===== src/rtl/mpc_uart_pkg.sv =====
package mpc_uart_pkg;

  localparam int DW = 8;

  typedef enum logic [1:0] {
    RX_IDLE  = 2'd0,
    RX_START = 2'd1,
    RX_BITS  = 2'd2,
    RX_STOP  = 2'd3
  } rx_state_t;

  typedef struct packed {
    logic [DW-1:0] data;
    logic          xbit;
    logic          stop;
  } rx_frame_t;

  function automatic logic maj3(input logic a, input logic b, input logic c);
    return (a & b) | (a & c) | (b & c);
  endfunction

  function automatic logic par_bit(input logic [DW-1:0] d, input logic odd);
    return (^d) ^ odd;
  endfunction

endpackage


===== src/rtl/mpc_rx_sync.sv =====
module mpc_rx_sync #(
  parameter int STAGES = 2
) (
  input  logic clk,
  input  logic rst_n,
  input  logic din,
  output logic dout
);
  logic [STAGES-1:0] pipe;

  always_ff @(posedge clk or negedge rst_n) begin
    if (!rst_n) pipe <= '1;
    else        pipe <= {pipe[STAGES-2:0], din};
  end

  assign dout = pipe[STAGES-1];
endmodule


===== src/rtl/mpc_rx_sampler.sv =====
module mpc_rx_sampler
  import mpc_uart_pkg::*;
#(
  parameter int OS_RATE = 16
) (
  input  logic      clk,
  input  logic      rst_n,
  input  logic      en,
  input  logic      tick,
  input  logic      rxd,
  input  logic      xb_en,
  output logic      done_o,
  output rx_frame_t frame_o
);
  localparam int CW   = $clog2(OS_RATE);
  localparam int BW   = $clog2(DW + 2);
  localparam logic [CW-1:0] S_A  = CW'(OS_RATE/2 - 1);
  localparam logic [CW-1:0] S_B  = CW'(OS_RATE/2);
  localparam logic [CW-1:0] S_V  = CW'(OS_RATE/2 + 1);
  localparam logic [CW-1:0] LAST = CW'(OS_RATE - 1);

  rx_state_t     st;
  logic [CW-1:0] cnt;
  logic          s_a, s_b;
  logic [BW-1:0] bidx;
  logic [DW:0]   sh;
  logic          vote;
  logic [BW-1:0] last_bit;

  assign vote     = maj3(s_a, s_b, rxd);
  assign last_bit = xb_en ? BW'(DW) : BW'(DW - 1);

  always_ff @(posedge clk or negedge rst_n) begin
    if (!rst_n) begin
      st      <= RX_IDLE;
      cnt     <= '0;
      s_a     <= 1'b1;
      s_b     <= 1'b1;
      bidx    <= '0;
      sh      <= '0;
      done_o  <= 1'b0;
      frame_o <= '0;
    end else begin
      done_o <= 1'b0;
      if (!en) begin
        st <= RX_IDLE;
      end else if (tick) begin
        if (st != RX_IDLE) begin
          cnt <= cnt + 1'b1;
          if (cnt == S_A) s_a <= rxd;
          if (cnt == S_B) s_b <= rxd;
        end
        unique case (st)
          RX_IDLE: begin
            if (!rxd) begin
              st  <= RX_START;
              cnt <= '0;
            end
          end
          RX_START: begin
            if (cnt == S_V && vote) st <= RX_IDLE;
            else if (cnt == LAST) begin
              cnt  <= '0;
              bidx <= '0;
              st   <= RX_BITS;
            end
          end
          RX_BITS: begin
            if (cnt == S_V) sh <= {vote, sh[DW:1]};
            if (cnt == LAST) begin
              cnt <= '0;
              if (bidx == last_bit) st <= RX_STOP;
              else                  bidx <= bidx + 1'b1;
            end
          end
          RX_STOP: begin
            if (cnt == S_V) begin
              done_o       <= 1'b1;
              frame_o.stop <= vote;
              frame_o.data <= xb_en ? sh[DW-1:0] : sh[DW:1];
              frame_o.xbit <= xb_en ? sh[DW] : 1'b0;
              st           <= RX_IDLE;
            end
          end
          default: st <= RX_IDLE;
        endcase
      end
    end
  end
endmodule


===== src/rtl/mpc_rx_gate.sv =====
module mpc_rx_gate
  import mpc_uart_pkg::*;
(
  input  logic      frm_done,
  input  rx_frame_t frame,
  input  logic      mp_active,
  input  logic      wake_q,
  input  logic      par_en,
  input  logic      par_odd,
  output logic      keep,
  output logic      wake_clr,
  output logic      perr_new,
  output logic      ferr_new
);
  logic armed;
  logic par_on;

  assign armed    = mp_active & wake_q;
  assign par_on   = ~mp_active & par_en;
  assign keep     = frm_done & ~(armed & ~frame.xbit);
  assign wake_clr = frm_done & armed & frame.xbit;
  assign perr_new = par_on & (frame.xbit != par_bit(frame.data, par_odd));
  assign ferr_new = ~frame.stop;
endmodule


===== src/rtl/mpc_uart_rx.sv =====
module mpc_uart_rx
  import mpc_uart_pkg::*;
#(
  parameter int OS_RATE     = 16,
  parameter int SYNC_STAGES = 2
) (
  input  logic          clk,
  input  logic          rst_n,
  input  logic          os_tick,
  input  logic          rxd,
  input  logic          ctl_we,
  input  logic          ctl_async,
  input  logic          ctl_mp_en,
  input  logic          ctl_wake,
  input  logic          ctl_par_en,
  input  logic          ctl_par_odd,
  input  logic          rd_ack,
  output logic [DW-1:0] rx_data,
  output logic          rx_mpb,
  output logic          rx_done,
  output logic          rx_ovr,
  output logic          rx_ferr,
  output logic          rx_perr,
  output logic          wake_armed,
  output logic          mp_active
);
  logic      async_q, mp_q, wake_q, par_en_q, par_odd_q;
  logic      rxd_s;
  logic      rx_en;
  logic      xb_en;
  logic      frm_done;
  rx_frame_t frm;
  logic      frm_xbit;
  logic      frm_keep, wake_clr, perr_new, ferr_new;

  always_ff @(posedge clk or negedge rst_n) begin
    if (!rst_n) begin
      async_q   <= 1'b0;
      mp_q      <= 1'b0;
      par_en_q  <= 1'b0;
      par_odd_q <= 1'b0;
      wake_q    <= 1'b0;
    end else begin
      if (ctl_we) begin
        async_q   <= ctl_async;
        mp_q      <= ctl_mp_en;
        par_en_q  <= ctl_par_en;
        par_odd_q <= ctl_par_odd;
        wake_q    <= ctl_wake;
      end else if (wake_clr) begin
        wake_q <= 1'b0;
      end
    end
  end

  assign rx_en     = async_q;
  assign mp_active = async_q & mp_q;
  assign xb_en     = mp_active | par_en_q;
  assign frm_xbit  = frm.xbit;

  mpc_rx_sync #(.STAGES(SYNC_STAGES)) u_sync (
    .clk(clk), .rst_n(rst_n), .din(rxd), .dout(rxd_s)
  );

  mpc_rx_sampler #(.OS_RATE(OS_RATE)) u_samp (
    .clk(clk), .rst_n(rst_n), .en(rx_en), .tick(os_tick), .rxd(rxd_s),
    .xb_en(xb_en), .done_o(frm_done), .frame_o(frm)
  );

  mpc_rx_gate u_gate (
    .frm_done(frm_done), .frame(frm), .mp_active(mp_active), .wake_q(wake_q),
    .par_en(par_en_q), .par_odd(par_odd_q), .keep(frm_keep),
    .wake_clr(wake_clr), .perr_new(perr_new), .ferr_new(ferr_new)
  );

  always_ff @(posedge clk or negedge rst_n) begin
    if (!rst_n) begin
      rx_data <= '0;
      rx_mpb  <= 1'b0;
      rx_done <= 1'b0;
      rx_ovr  <= 1'b0;
      rx_ferr <= 1'b0;
      rx_perr <= 1'b0;
    end else if (frm_keep) begin
      rx_data <= frm.data;
      rx_mpb  <= mp_active & frm.xbit;
      rx_done <= 1'b1;
      rx_ovr  <= rx_done & ~rd_ack;
      rx_ferr <= ferr_new;
      rx_perr <= perr_new;
    end else if (rd_ack) begin
      rx_done <= 1'b0;
      rx_ovr  <= 1'b0;
    end
  end

  assign wake_armed = wake_q;
endmodule


===== config.mk =====
export PLATFORM = sky130hd
export DESIGN_NAME = mpc_uart_rx
export DESIGN_NICKNAME = d
export VERILOG_FILES = /design/src/rtl/mpc_uart_pkg.sv /design/src/rtl/mpc_rx_sync.sv /design/src/rtl/mpc_rx_sampler.sv /design/src/rtl/mpc_rx_gate.sv /design/src/rtl/mpc_uart_rx.sv
export SDC_FILE = /design/constraint.sdc
export NUM_CORES = 1
export LEC_CHECK = 0
export CORE_MARGIN = 2
export CORE_UTILIZATION = 50
export CTS_CLUSTER_DIAMETER = 60
export DETAILED_ROUTE_END_ITERATION = 10
export DONT_BUFFER_PORTS = 1
export HOLD_SLACK_MARGIN = 0.06
export PLACE_DENSITY = 0.63
export SETUP_SLACK_MARGIN = 0.5
export SLEW_MARGIN = 40
export SYNTH_ARGS = -nofsm -noshare
export SYNTH_HDL_FRONTEND = slang
export SYNTH_SLANG_ARGS = --single-unit
export TNS_END_PERCENT = 20

===== constraint.sdc =====
create_clock -name clk -period 4.25 [get_ports clk]
set_input_delay 0.85 -clock clk [delete_from_list [all_inputs] [get_ports clk]]
set_output_delay 0.85 -clock clk [all_outputs]
set_load 0.02 [all_outputs]

## Word level (Yosys, flattened, before mapping)

Cells that the tools add are included.

- Register bits: 52
- Word-level logic and storage cells: 110

- Add/sub/neg operators: 2
- Eq/ne operators: 19
- Multiplexer cells: 31
- Bitwise gates (word level): 22
- Reduce and logical (&&, ||, !) cells: 14

Operators by type and width:

| cell | count |
|---|---|
| 4-bit two-way mux | 9 |
| 2-bit two-way mux | 8 |
| 4-bit AND reduction | 4 |
| 1-bit bitwise AND | 13 |
| 4-bit equality test (second input constant) | 3 |
| 4-bit one-hot mux with 3 select lines | 1 |
| 1-bit two-way mux | 10 |
| 3-bit by 2-bit inequality test with 1-bit output (second input constant) | 3 |
| 4-bit by 1-bit adder with 4-bit output (second input constant) | 2 |
| 8-bit two-way mux | 1 |
| 2-bit one-hot mux with 4 select lines | 1 |
| 4-bit one-hot mux with 2 select lines | 1 |
| 2-bit nonzero test | 4 |
| 8-bit XOR reduction | 1 |
| 7-bit AND reduction | 1 |
| 2-bit inequality test (second input constant) | 3 |
| 6-bit AND reduction | 1 |
| 1-bit inverter | 5 |
| 2-bit equality test (second input constant) | 2 |
| 4-bit by 3-bit equality test with 1-bit output (second input constant) | 1 |
| 4-bit equality test | 1 |
| 2-bit by 1-bit inequality test with 1-bit output (second input constant) | 2 |
| 4-bit by 2-bit inequality test with 1-bit output (second input constant) | 1 |
| 3-bit inequality test (second input constant) | 1 |
| 7 further kinds | 9 |

## Logic depth before layout (Yosys ltp)

Gate-level depths: netlist of run 1.

- Depth after elaboration: 9
- Mapped depth: 8

## By module

A second synthesis of run 1 with hierarchy kept.

- Cells, all modules: 208
- Area, all modules: 2497.4 um^2

Modules (own cells, without submodules):

| module | instances | cells each | area an instance (um^2) | sequential area each (um^2) |
|---|---|---|---|---|
| mpc_rx_sampler | 1 | 147 | 1637.8 | 803.3 |
| mpc_uart_rx | 1 | 45 | 688.2 | 450.4 |
| mpc_rx_gate | 1 | 14 | 118.9 | 0.0 |
| mpc_rx_sync | 1 | 2 | 52.6 | 52.6 |

## Worst setup path after synthesis of run 1

OpenSTA, ideal clock, no wires.

- Kind: input to register
- Start point: input os_tick
- End point: register u_samp.frame_o[0] in the netlist's numbering
- Arrival: 1.731 ns
- Data required time: 4.125 ns
- Slack: 2.394 ns
- Stages: 5
- Path buffers: 1
- Cell sequence: nand2_1 -> and2b_2 -> nand2_1 -> buf_2 -> mux2_2

- Cells in the longest elaborated chain, start to end: 1

RTL lines:

| what | line | RTL |
|---|---|---|
| start: declaration | mpc_uart_rx.sv:9 | `input logic os_tick,` |
| 4-bit AND reduction (no line) | -- |  |
| end: declaration | mpc_rx_sampler.sv:13 | `output rx_frame_t frame_o` |

No other way between the ends.
A chain may end at the register's enable or synchronous reset.

## Final worst setup path of run 1

- Start point: register async_q
- End point: register rx_data[5]

- Cells in the longest elaborated chain, start to end: 5

RTL lines:

| what | line | RTL |
|---|---|---|
| start: declaration | mpc_uart_rx.sv:27 | `logic async_q, mp_q, wake_q, par_en_q, par_odd_q;` |
| start signal: assignment | mpc_uart_rx.sv:45 | `async_q <= ctl_async;` |
| 1-bit bitwise AND | mpc_uart_rx.sv:57 | `assign mp_active = async_q & mp_q;` |
| net mp_active | mpc_uart_rx.sv:25 | `output logic mp_active` |
| 1-bit bitwise AND | mpc_rx_gate.sv:18 | `assign armed = mp_active & wake_q;` |
| 1-bit bitwise AND | mpc_rx_gate.sv:20 | `assign keep = frm_done & ~(armed & ~frame.xbit);` |
| 1-bit inverter | mpc_rx_gate.sv:20 |  |
| 1-bit bitwise AND | mpc_rx_gate.sv:20 |  |
| end signal: assignment | mpc_uart_rx.sv:85 | `rx_data <= frm.data;` |
| end: declaration | mpc_uart_rx.sv:18 | `output logic [DW-1:0] rx_data,` |

The timed path passes the listed nets, and every way through them passes these cells.

==> results of run 1 <==
kinds of logic (layout without fill, tap and decap cells):
| logic type | Yosys count | in the layout | share of synthesized area [%] |
|---|---|---|---|
| fa+ha+maj | 10 | 10 | 4.90 |
| compound gates | 44 | 44 | 11.2 |
| buf+inv | 16 | 18 | 3.20 |
| mux | 34 | 34 | 14.8 |
| xor+xnor | 9 | 9 | 3.15 |
| flops | 52 | 52 | 52.2 |
| simple gates | 52 | 52 | 10.6 |
cell type report:
| type | count | area [µm²] |
|---|---|---|
| Clock buffer | 6 | 82.6 |
| Clock inverter | 2 | 38.8 |
| Fill cell | 413 | 2120 |
| Inverter | 9 | 33.8 |
| Multi-Input combinational cell | 149 | 1120 |
| Sequential cell | 52 | 1310 |
| Tap cell | 67 | 83.8 |
| Timing Repair Buffer | 1 | 7.51 |
routing by layer:
| layer | part of all wire [%] | GRT usage, % | vias to the layer above |
|---|---|---|---|
| met5 | 0 | 0 | - |
| met4 | 1.4 | 6.55 | 0 |
| met3 | 4.4 | 3.88 | 4 |
| met2 | 49 | 29.1 | 34 |
| met1 | 45 | 20.7 | 782 |
| li1 | - | - | 769 |
state kept, by name, indices dropped and copies added, names as in the netlist, 2 cells and up:
register / flops
u_samp.sh: 9
u_samp.frame_o: 10
u_samp.cnt: 4
u_samp.st: 2
u_sync.pipe: 2
u_samp.bidx: 4
rx_data: 8
power breakdown:
| group | switching, mW | internal (mW) |
|---|---|---|
| logic | 0.0521 | 0.0374 |
| registers | 0.0171 | 0.508 |
| clock network | 0.156 | 0.193 |
cells in the final DEF (no fill, tap or decap), types with 2 or more instances in the layout:
cell type	instances
xnor2_1	9
o21ai_0	24
ha_1	9
inv_1	9
nor2_1	3
nand3_1	6
o31ai_1	2
mux2_2	24
mux2i_1	10
dfstp_2	4
a211oi_1	2
nand2_1	25
a21oi_1	3
nor2b_1	2
a22o_1	4
nor3_1	2
dfrtp_1	48
clkbuf_8	6
nand4_1	2
worst max-delay path, stage by stage, from the launching register on:
cell	delay (ps)
dfrtp_1	510
and2_1	430
nand2_1	140
o21ai_2	520
mux2_2	410
through the flow:
| stage | setup WS, ps | util (%) | instances | instance area (µm²) |
|---|---|---|---|---|
| 2_1_floorplan | 2390 | - | 217 | 2500 |
| 3_3_place_gp | 2150 | 53.2 | 278 | 2550 |
| 6_report | 2140 | 55.8 | 286 | 2670 |
| 5_1_grt | 2000 | 55.8 | 286 | 2670 |
| 3_5_place_dp | 2130 | 53.2 | 278 | 2550 |
| 4_1_cts | 2130 | 55.8 | 286 | 2670 |
path summary, 6_finish.rpt:
path / endpoint / slack [ps]
max reg2reg: rx_data[5] / 2140
min in group clk: u_sync.pipe[1] / 360
min: rx_done / 230
max in group asynchronous: u_sync.pipe[0] / 3830
max: rx_data[5] / 2140
min reg2reg: u_sync.pipe[1] / 360
==> results by group, run 1 <==
Finish
  • Number of antenna diodes: 0
  • Share of layout cells above drive strength 1: 20.1%
  • Layout Nets: 238
  • Syn-to-layout area delta: 6.65%

Timing
  • RSZ-0062 raised after global routing: false
  • # setup viols final: 0
  • Maximum clock rate: 473 MHz
  • Clock period minus worst slack: 2110 ps
  • Slew margin rel.: 58.8%
  • Worst Hold Slack: 230 ps
  • Worst Tran Pin Value: 617 ps
  • Final Hold Fails: 0
  • Final Slew Violations: 0
  • Sum Neg Setup Slack: 0 ps
  • Final Skew: 7.47 ps
  • Final Cycle Share: 49.8%

Pwr
  • Tot Pwr: 0.962 mW
  • Pwr dens: 361 nW/µm²
  • P_leak: 1.22 nW
  • Worst VDD drop: 0.000180 V

Critical path
  • Cell depth of the worst flop-to-flop path: 4
  • Crit Path Class: reg -> reg
  • Worst setup path startpoint: async_q
  • Critical Path Fanout Max: 13
  • Startpoint Class: flip-flop
  • Worst setup EP type: flip-flop
  • WP data arrival: 2310 ps
  • Worst r2r src: async_q
  • Worst EP required: 4440 ps

Routing
  • Routed vias: 1589
  • First-pass DRT Iterations: 5
  • DRC: 0
  • Wire length per cell: 14.7 µm
  • DRT antenna net count: 0
  • First DRT Iteration DRCs: 95
  • Vias/cell: 5.56
  • Total wire length: 4.21 mm

Clock network
  • CTS tree: built
  • Clk buf depth: 2
  • CTS Hold Bufs: 0
  • Post-CTS Setup Bufs: 0
  • Clock slew at reported path FFs: 90 ps
  • Num CTS Buffers: 5
  • Clock sinks: 52
  • Root Driver: clkbuf_8
  • H-tree levels: 2
  • Post-cts resize count: 0
  • Worst skew pair latency: 300 ps

Floorplanning
  • Chip width: 74.7 µm
  • # rows: 25
  • Die area: 5590 µm²
  • Initial Utilization: 52.3%
  • Die H: 74.7 µm
  • # IOs: 26
  • Core area: 4790 µm²

Placed design
  • Routability cong.: 0.788
  • Port Buf Inserts: 0
  • Dpl hpwl: 3.09 mm

Synth
  • Syn_nets: 237
  • Synth warnings: 0
  • Post-synth EDFFs: 0
  • Synth area leader: dfrtp_1
  • Syn avg cell area: 11.5 µm²
  • Synth area leaders: dfrtp_1 48%, mux2_2 11%, o21ai_0 4.8%
  • Yosys cell types: 43
  • Yosys top cell area share: 48.0%
  • Count leader, synth: dfrtp_1
  • Synth Register Bits: 52
  • Mapped Area: 2500 µm²
  • Async set-reset flop share out of synthesis: 100%
  • Sequential area share after synthesis: 52.2%
  • Syn Inst Count: 217
  • Commonest cells in the netlist: 48 x dfrtp_1, 25 x nand2_1, 24 x mux2_2, 24 x o21ai_0, 10 x mux2i_1
  • Most used DFF post-synth: dfrtp_1

Run
  • Max cap viols: 0

Status
  • Status: complete, no violations

Min path
  • Hold WC Path Type: in -> async

Global routing
  • Number of global-route vias before repair: 1584
  • Aggregate global routing overflow: 0
  • First-pass GRT wire length: 7.18 mm
  • Total track usage: 16.9%
  • Pin count of the biggest net entering global routing: 53
  • Initial antenna violation count: 0
Power figures use the tool's default switching activity.
==> run 2: changes to the inputs <==
- PLACE_DENSITY: 0.63 -> 0.66
- clock period: 4.25 -> 1.9 ns (I/O delays scaled with it)
==> results by group, run 2 (synthesis gave the netlist of run 1 again) <==
Pwr
  • Sequential Power Share: 50.6% (-3.9 points)
  • Clock Power Share: 36.9% (+0.7 points)
  • Combinational group share of total power: 12.6% (+3.3 points)
  • Pint: 1.79 mW (+140%)
  • P_leak: 1.32 nW (+7.8%)
  • Worst VDD drop: 0.000370 V (+110%)
  • Psw: 0.528 mW (+140%)
  • Pwr dens: 804 nW/µm² (+120%)
  • Switching share of power: 22.8% (-0.58 points)

Routing
  • Vias/cell: 5.50 (-0.95%)
  • Routed vias: 1651 (+3.9%)
  • Wire length per cell: 16.1 µm (+9.2%)
  • First-pass DRT Iterations: 5 (unchanged)
  • First DRT Iteration DRCs: 45 (-53%)
  • DRT antenna net count: 0 (unchanged)
  • DRC: 0 (unchanged)
  • Total wire length: 4.82 mm (+15%)

Clock network
  • CTS tree: built
  • Worst skew pair latency: 300 ps (about the same)
  • H-tree levels: 2 (unchanged)
  • Clock slew at reported path FFs: 90 ps (about the same)
  • Num CTS Buffers: 5 (unchanged)
  • Clk buf depth: 2 (unchanged)
  • Clock sinks: 52 (unchanged)
  • Root Driver: clkbuf_8

Finish
  • Largest registers: u_samp.frame_o x10, u_samp.sh x9, rx_data x8
  • Share of layout cells above drive strength 1: 33.5% (+13 points)
  • Syn-to-layout area delta: 15.3%
  • Largest register FFs: 10 (unchanged)
  • Biggest register: u_samp.frame_o
  • Leading cell type in the layout, fill and taps excluded: dfrtp_1
  • Commonest cells after routing, fill and taps aside: 46 x dfrtp_1, 23 x nand2_1, 23 x mux2_2
  • # fillers: 394 (-4.6%)
  • Final Cell Area: 2890 µm² (+8.1%)
  • Layout Nets: 253 (+6.3%)
  • Number of antenna diodes: 0 (unchanged)

Global routing
  • Total track usage: 17.8% (+0.92 points)
  • Busiest grt layer: met2
  • Aggregate global routing overflow: 0 (unchanged)
  • Pin count of the biggest net entering global routing: 53 (unchanged)
  • Initial antenna violation count: 0 (unchanged)
  • Global Route met2 Usage: 31.8% (+2.7 points)
  • First-pass GRT wire length: 7.56 mm (+5.2%)
  • GR Layer Usage met1: 20.8% (+0.14 points)
  • M3 GR Usage: 4.42% (+0.54 points)
  • Number of global-route vias before repair: 1635 (+3.2%)

Placed design
  • Dpl hpwl: 3.39 mm (+9.8%)
  • Port Buf Inserts: 0 (unchanged)
  • Routability cong.: 0.836 (+6.0%)
  • Placed instance area: 2630 µm² (+3.3%)

Timing
  • Final Skew: 8.70 ps (+1.23 ps)
  • Worst Tran Pin Value: 374 ps (-243 ps)
  • Maximum clock rate: 575 MHz (+22%)
  • Clock period minus worst slack: 1740 ps (-374 ps)
  • Slew margin rel.: 74.9% (+16 points)
  • Worst Hold Slack: -237 ps (-467 ps)
  • Final Cycle Share: 91.6% (+42 points)
  • # setup viols final: 0 (unchanged)
  • Sum Neg Setup Slack: 0 ps (unchanged)
  • RSZ-0062 raised after global routing: true
  • Final Slew Violations: 0 (unchanged)
  • Final Hold Fails: 52 (+52)

Critical path
  • Crit Path Class: reg -> reg
  • Worst EP required: 2080 ps (-2360 ps)
  • Startpoint Class: flip-flop
  • Worst setup EP type: flip-flop
  • WP data arrival: 1920 ps (-390 ps)
  • Critical Path Fanout Max: 5 (-8)

Floorplanning
  • Die area: 5590 µm² (unchanged)
  • Die H: 74.7 µm (unchanged)
  • Initial Utilization: 52.3% (unchanged)
  • # rows: 25 (unchanged)
  • Chip width: 74.7 µm (unchanged)
  • # IOs: 26 (unchanged)
  • Core area: 4790 µm² (unchanged)

Run
  • Max cap viols: 0 (unchanged)

Min path
  • Hold WC Path Type: in -> async

Status
  • Failing checks: hold timing
  • Status: complete, but fails checks
==> run 2: changes by cell type in the layout (fill, tap and decap cells not counted), moves of 3 or more <==
cell,change
inv_2,+4
inv_1,-4
o21ai_0,-7
ha_2,+3
buf_4,+12
o21ai_1,+7
ha_1,-5
==> run 2: per-stage QoR <==
step,utilization (%),instances,worst slack [ps],hold WS (ps),power (mW)
final,60.3,300,160,-237,2.32
after global routing,60.3,300,97.5,-266,2.43
after CTS,58.6,294,175,-247,2.30
after detailed placement,55.0,283,145,85.5,1.43
after global placement,55.0,283,198,85.5,1.42
after floorplan,-,217,254,84.4,1.38
==> run 2: final timing paths <==
| check | depth (start not counted) | slack, ps | to | from |
|---|---|---|---|---|
| max in group asynchronous | 0 | 1950 | u_samp.s_b | rst_n |
| worst min-delay path | 0 | -240 | wake_armed | rst_n |
| worst max register to register | 6 | 160 | u_samp.st[1] | u_samp.cnt[1] |
| worst max-delay path | 6 | 160 | u_samp.st[1] | u_samp.cnt[1] |
| worst min register to register | 0 | 360 | u_sync.pipe[1] | u_sync.pipe[0] |
| min in group clk | 1 | 140 | rx_ovr | rd_ack |
==> run 2: per-layer routing <==
| layer | part of all wire (%) | vias up |
|---|---|---|
| li1 | - | 796 |
| met1 | 42 | 809 |
| met2 | 53 | 37 |
| met3 | 3.4 | 9 |
| met4 | 1.5 | 0 |
| met5 | 0 | - |
==> run 2: final cells by class <==
class / count / area (µm²) / share of cell area, %
clock buffers: 5 / 68.8 / 2.39
multi-input cells: 150 / 1200 / 41.7
clock inverters: 2 / 60.1 / 2.08
flip-flops and latches: 52 / 1310 / 45.4
well taps: 67 / 83.8 / 2.91
repair buffers: 15 / 128 / 4.42
inverters: 9 / 33.8 / 1.17
==> run 2: timing repair <==
action / 4_1_cts / 5_1_grt
pin swaps: 2 / 5
endpoints found under the setup margin: 41 / 43
buffers inserted: 4 / 4
endpoints found under the hold margin: 52 / 53
resized for setup: 5 / 11
cloned: 0 / 1
==> run 2: critical path: stages (launching register included) <==
cell	delay [ps]
dfrtp_1	420
inv_2	70
ha_1	120
and3b_2	230
o211ai_2	80
o32a_1	390
o311a_1	310
==> run 2: power groups by stage <==
stage          clock, mW  sequential, mW  combinational [mW]
3_3_place_gp           0            1.19               0.227
6_report           0.854            1.17               0.291
4_1_cts            0.874            1.17               0.254
5_1_grt            0.931            1.18               0.318
2_1_floorplan          0            1.18               0.193
3_5_place_dp           0            1.19               0.239
==> run 3: changes to the inputs <==
--- a/config.mk
+++ b/config.mk
@@ -7,2 +7,3 @@
 export LEC_CHECK = 0
+export CORE_ASPECT_RATIO = 1.1
 export CORE_MARGIN = 2
--- a/constraint.sdc
+++ b/constraint.sdc
@@ -3,2 +3,2 @@
 set_output_delay 0.38 -clock clk [all_outputs]
-set_load 0.02 [all_outputs]
+set_load 0.01 [all_outputs]
==> results by group, run 3 (synthesis gave the netlist of run 1 again) <==
Clock network
  • Num CTS Buffers: 5 (unchanged)
  • Root Driver: clkbuf_8
  • Clock sinks: 52 (unchanged)
  • Clk buf depth: 2 (unchanged)
  • CTS Hold Bufs: 1
  • CTS tree: built
  • Clock slew at reported path FFs: 100 ps (about the same)
  • Worst skew pair latency: 310 ps (about the same)
  • H-tree levels: 2 (unchanged)

Finish
  • Number of antenna diodes: 0 (unchanged)
  • Biggest register: u_samp.frame_o
  • Largest register FFs: 10 (unchanged)
  • Share of layout cells above drive strength 1: 33.5% (about the same)
  • Syn-to-layout area delta: 15.0%
  • Layout Nets: 255 (+0.79%)
  • Leading cell type in the layout, fill and taps excluded: dfrtp_1
  • Final Cell Area: 2880 µm² (-0.26%)
  • Sequential cell area: 1310 µm² (about the same)
  • Multi-input gate area: 1210 µm² (+0.62%)
  • # fillers: 399 (+1.3%)
  • Largest registers: u_samp.frame_o x10, u_samp.sh x9, rx_data x8
  • Commonest cells after routing, fill and taps aside: 47 x dfrtp_1, 23 x nand2_1, 20 x mux2_2

Routing
  • Wire length per cell: 15.3 µm (-5.1%)
  • Vias/cell: 5.53 (+0.43%)
  • DRT antenna net count: 0 (unchanged)
  • First DRT Iteration DRCs: 77 (+71%)
  • First-pass DRT Iterations: 4 (-1)
  • DRC: 0 (unchanged)
  • Routed vias: 1625 (-1.6%)
  • Total wire length: 4.49 mm (-7.0%)

Min path
  • Hold WC Path Type: in -> async

Timing
  • Worst Tran Pin Value: 341 ps (-32.6 ps)
  • Min setup slack post-route: 191 ps (+31.7 ps)
  • # setup viols final: 0 (unchanged)
  • Worst Hold Slack: -247 ps (-10.3 ps)
  • Slew margin rel.: 77.0% (+2.2 points)
  • Maximum clock rate: 585 MHz (+1.9%)
  • Final Skew: 9.85 ps (+1.15 ps)
  • Final Hold Fails: 52 (unchanged)
  • Final Slew Violations: 0 (unchanged)
  • RSZ-0062 raised after global routing: true
  • Clock period minus worst slack: 1710 ps (-31.7 ps)
  • Sum Neg Setup Slack: 0 ps (unchanged)
  • Final Cycle Share: 89.9% (-1.7 points)

Floorplanning
  • # IOs: 26 (unchanged)
  • Die area: 5590 µm² (about the same)
  • # rows: 27 (+8.0%)
  • Chip width: 71.5 µm (-4.4%)
  • Initial Utilization: 51.1% (-1.2 points)
  • Core area: 4900 µm² (+2.4%)
  • Die H: 78.2 µm (+4.6%)

Pwr
  • P_leak: 1.33 nW (+1.1%)
  • Pwr dens: 731 nW/µm² (-9.0%)
  • Tot Pwr: 2.10 mW (-9.3%)
  • Worst VDD drop: 0.000397 V (+7.4%)

Critical path
  • Startpoint Class: flip-flop
  • Critical Path Fanout Max: 4 (-1)
  • Cell depth of the worst flop-to-flop path: 6 (unchanged)
  • Worst setup EP type: flip-flop
  • CP max stage cell: dfrtp_1
  • Reg2Reg Setup Slack: 190 ps (+30 ps)
  • Worst EP required: 2100 ps (+20 ps)
  • Worst r2r src: u_samp.st[1]
  • Critical Path Max Stage Delay: 450 ps (+30 ps)
  • Crit path max-delay family: compound AO/OA/AOI/OAI gates
  • WP data arrival: 1910 ps (about the same)
  • Critical path buffers and inverters: 2 (+1)
  • FF-to-FF End: u_samp.st[1]
  • Crit Path Class: reg -> reg
  • Cell chain of the critical path: buf_4 > ha_2 > inv_2 > o211ai_2 > o32a_1 > o311a_1

Placed design
  • Port Buf Inserts: 0 (unchanged)
  • Routability cong.: 0.747 (-11%)
  • Placed instance area: 2610 µm² (-0.90%)
  • Placement Setup Slack: 151 ps (+6.53 ps)
  • Dpl hpwl: 2.98 mm (-12%)

Global routing
  • Pin count of the biggest net entering global routing: 53 (unchanged)
  • Total track usage: 17.2% (-0.67 points)
  • First-pass GRT wire length: 7.53 mm (-0.37%)
  • Number of global-route vias before repair: 1594 (-2.5%)
  • Aggregate global routing overflow: 0 (unchanged)
  • Initial antenna violation count: 0 (unchanged)

Run
  • Max cap viols: 0 (unchanged)

Status
  • Failing checks: hold timing
  • Status: complete, but fails checks
==> run 3: worst reg2reg max path: cells and delay by family (launching register included) <==
family	cells	cell delay [ps]
buffers and inverters	2	210
adders and majority gates	1	180
DFF	1	450
AOI/OAI and AO/OA	3	760
==> run 3: what timing repair did <==
action                                  in CTS  in global routing
setup buffers                                7                  2
pin swaps                                    3                  6
endpoints found under the setup margin      42                 45
cloned                                       1                  1
resized for setup                           12                  9
endpoints found under the hold margin       53                 52
==> run 3: area by class of cell <==
cell class / count / area share [%]
tap: 58 / 2.52
multi-input combinational: 150 / 42.0
sequential: 52 / 45.4
clock buffer: 5 / 2.39
clock inverter: 3 / 0.957
inverter: 9 / 1.26
timing repair buffer: 17 / 5.39
==> run 3: how the worst max path moves through the flow <==
stage	cells past startpoint	to	start	slack, ps
finish	6	u_samp.st[1]	u_samp.st[1]	190
global route	6	u_samp.st[1]	u_samp.cnt[1]	120
CTS	6	u_samp.st[1]	u_samp.cnt[1]	220
detailed placement	6	u_samp.sh[1]	u_samp.cnt[1]	150
global placement	6	u_samp.sh[0]	u_samp.cnt[1]	180
floorplan	5	u_samp.sh[0]	u_samp.cnt[0]	250
==> run 3: routing by layer <==
layer	GRT usage (%)	routed length, µm
met5	0	0
met4	6.23	55
met3	3.08	183
met2	28.8	2270
met1	22.1	1980
==> run 3: metrics by stage <==
stage	utilization [%]	instances	hold WS [ps]
floorplan	-	217	84.4
global placement	53.2	274	85.4
detailed placement	53.2	274	85.5
CTS	57.4	291	-258
global route	58.7	294	-271
finish	58.7	294	-247
==> run 3: where the power goes <==
| part | total (mW) | internal (mW) | switching, mW |
|---|---|---|---|
| registers | 1.17 | 1.14 | 0.0365 |
| clock network | 0.656 | 0.271 | 0.385 |
| logic | 0.275 | 0.135 | 0.140 |
| total | 2.10 | 1.54 | 0.562 |
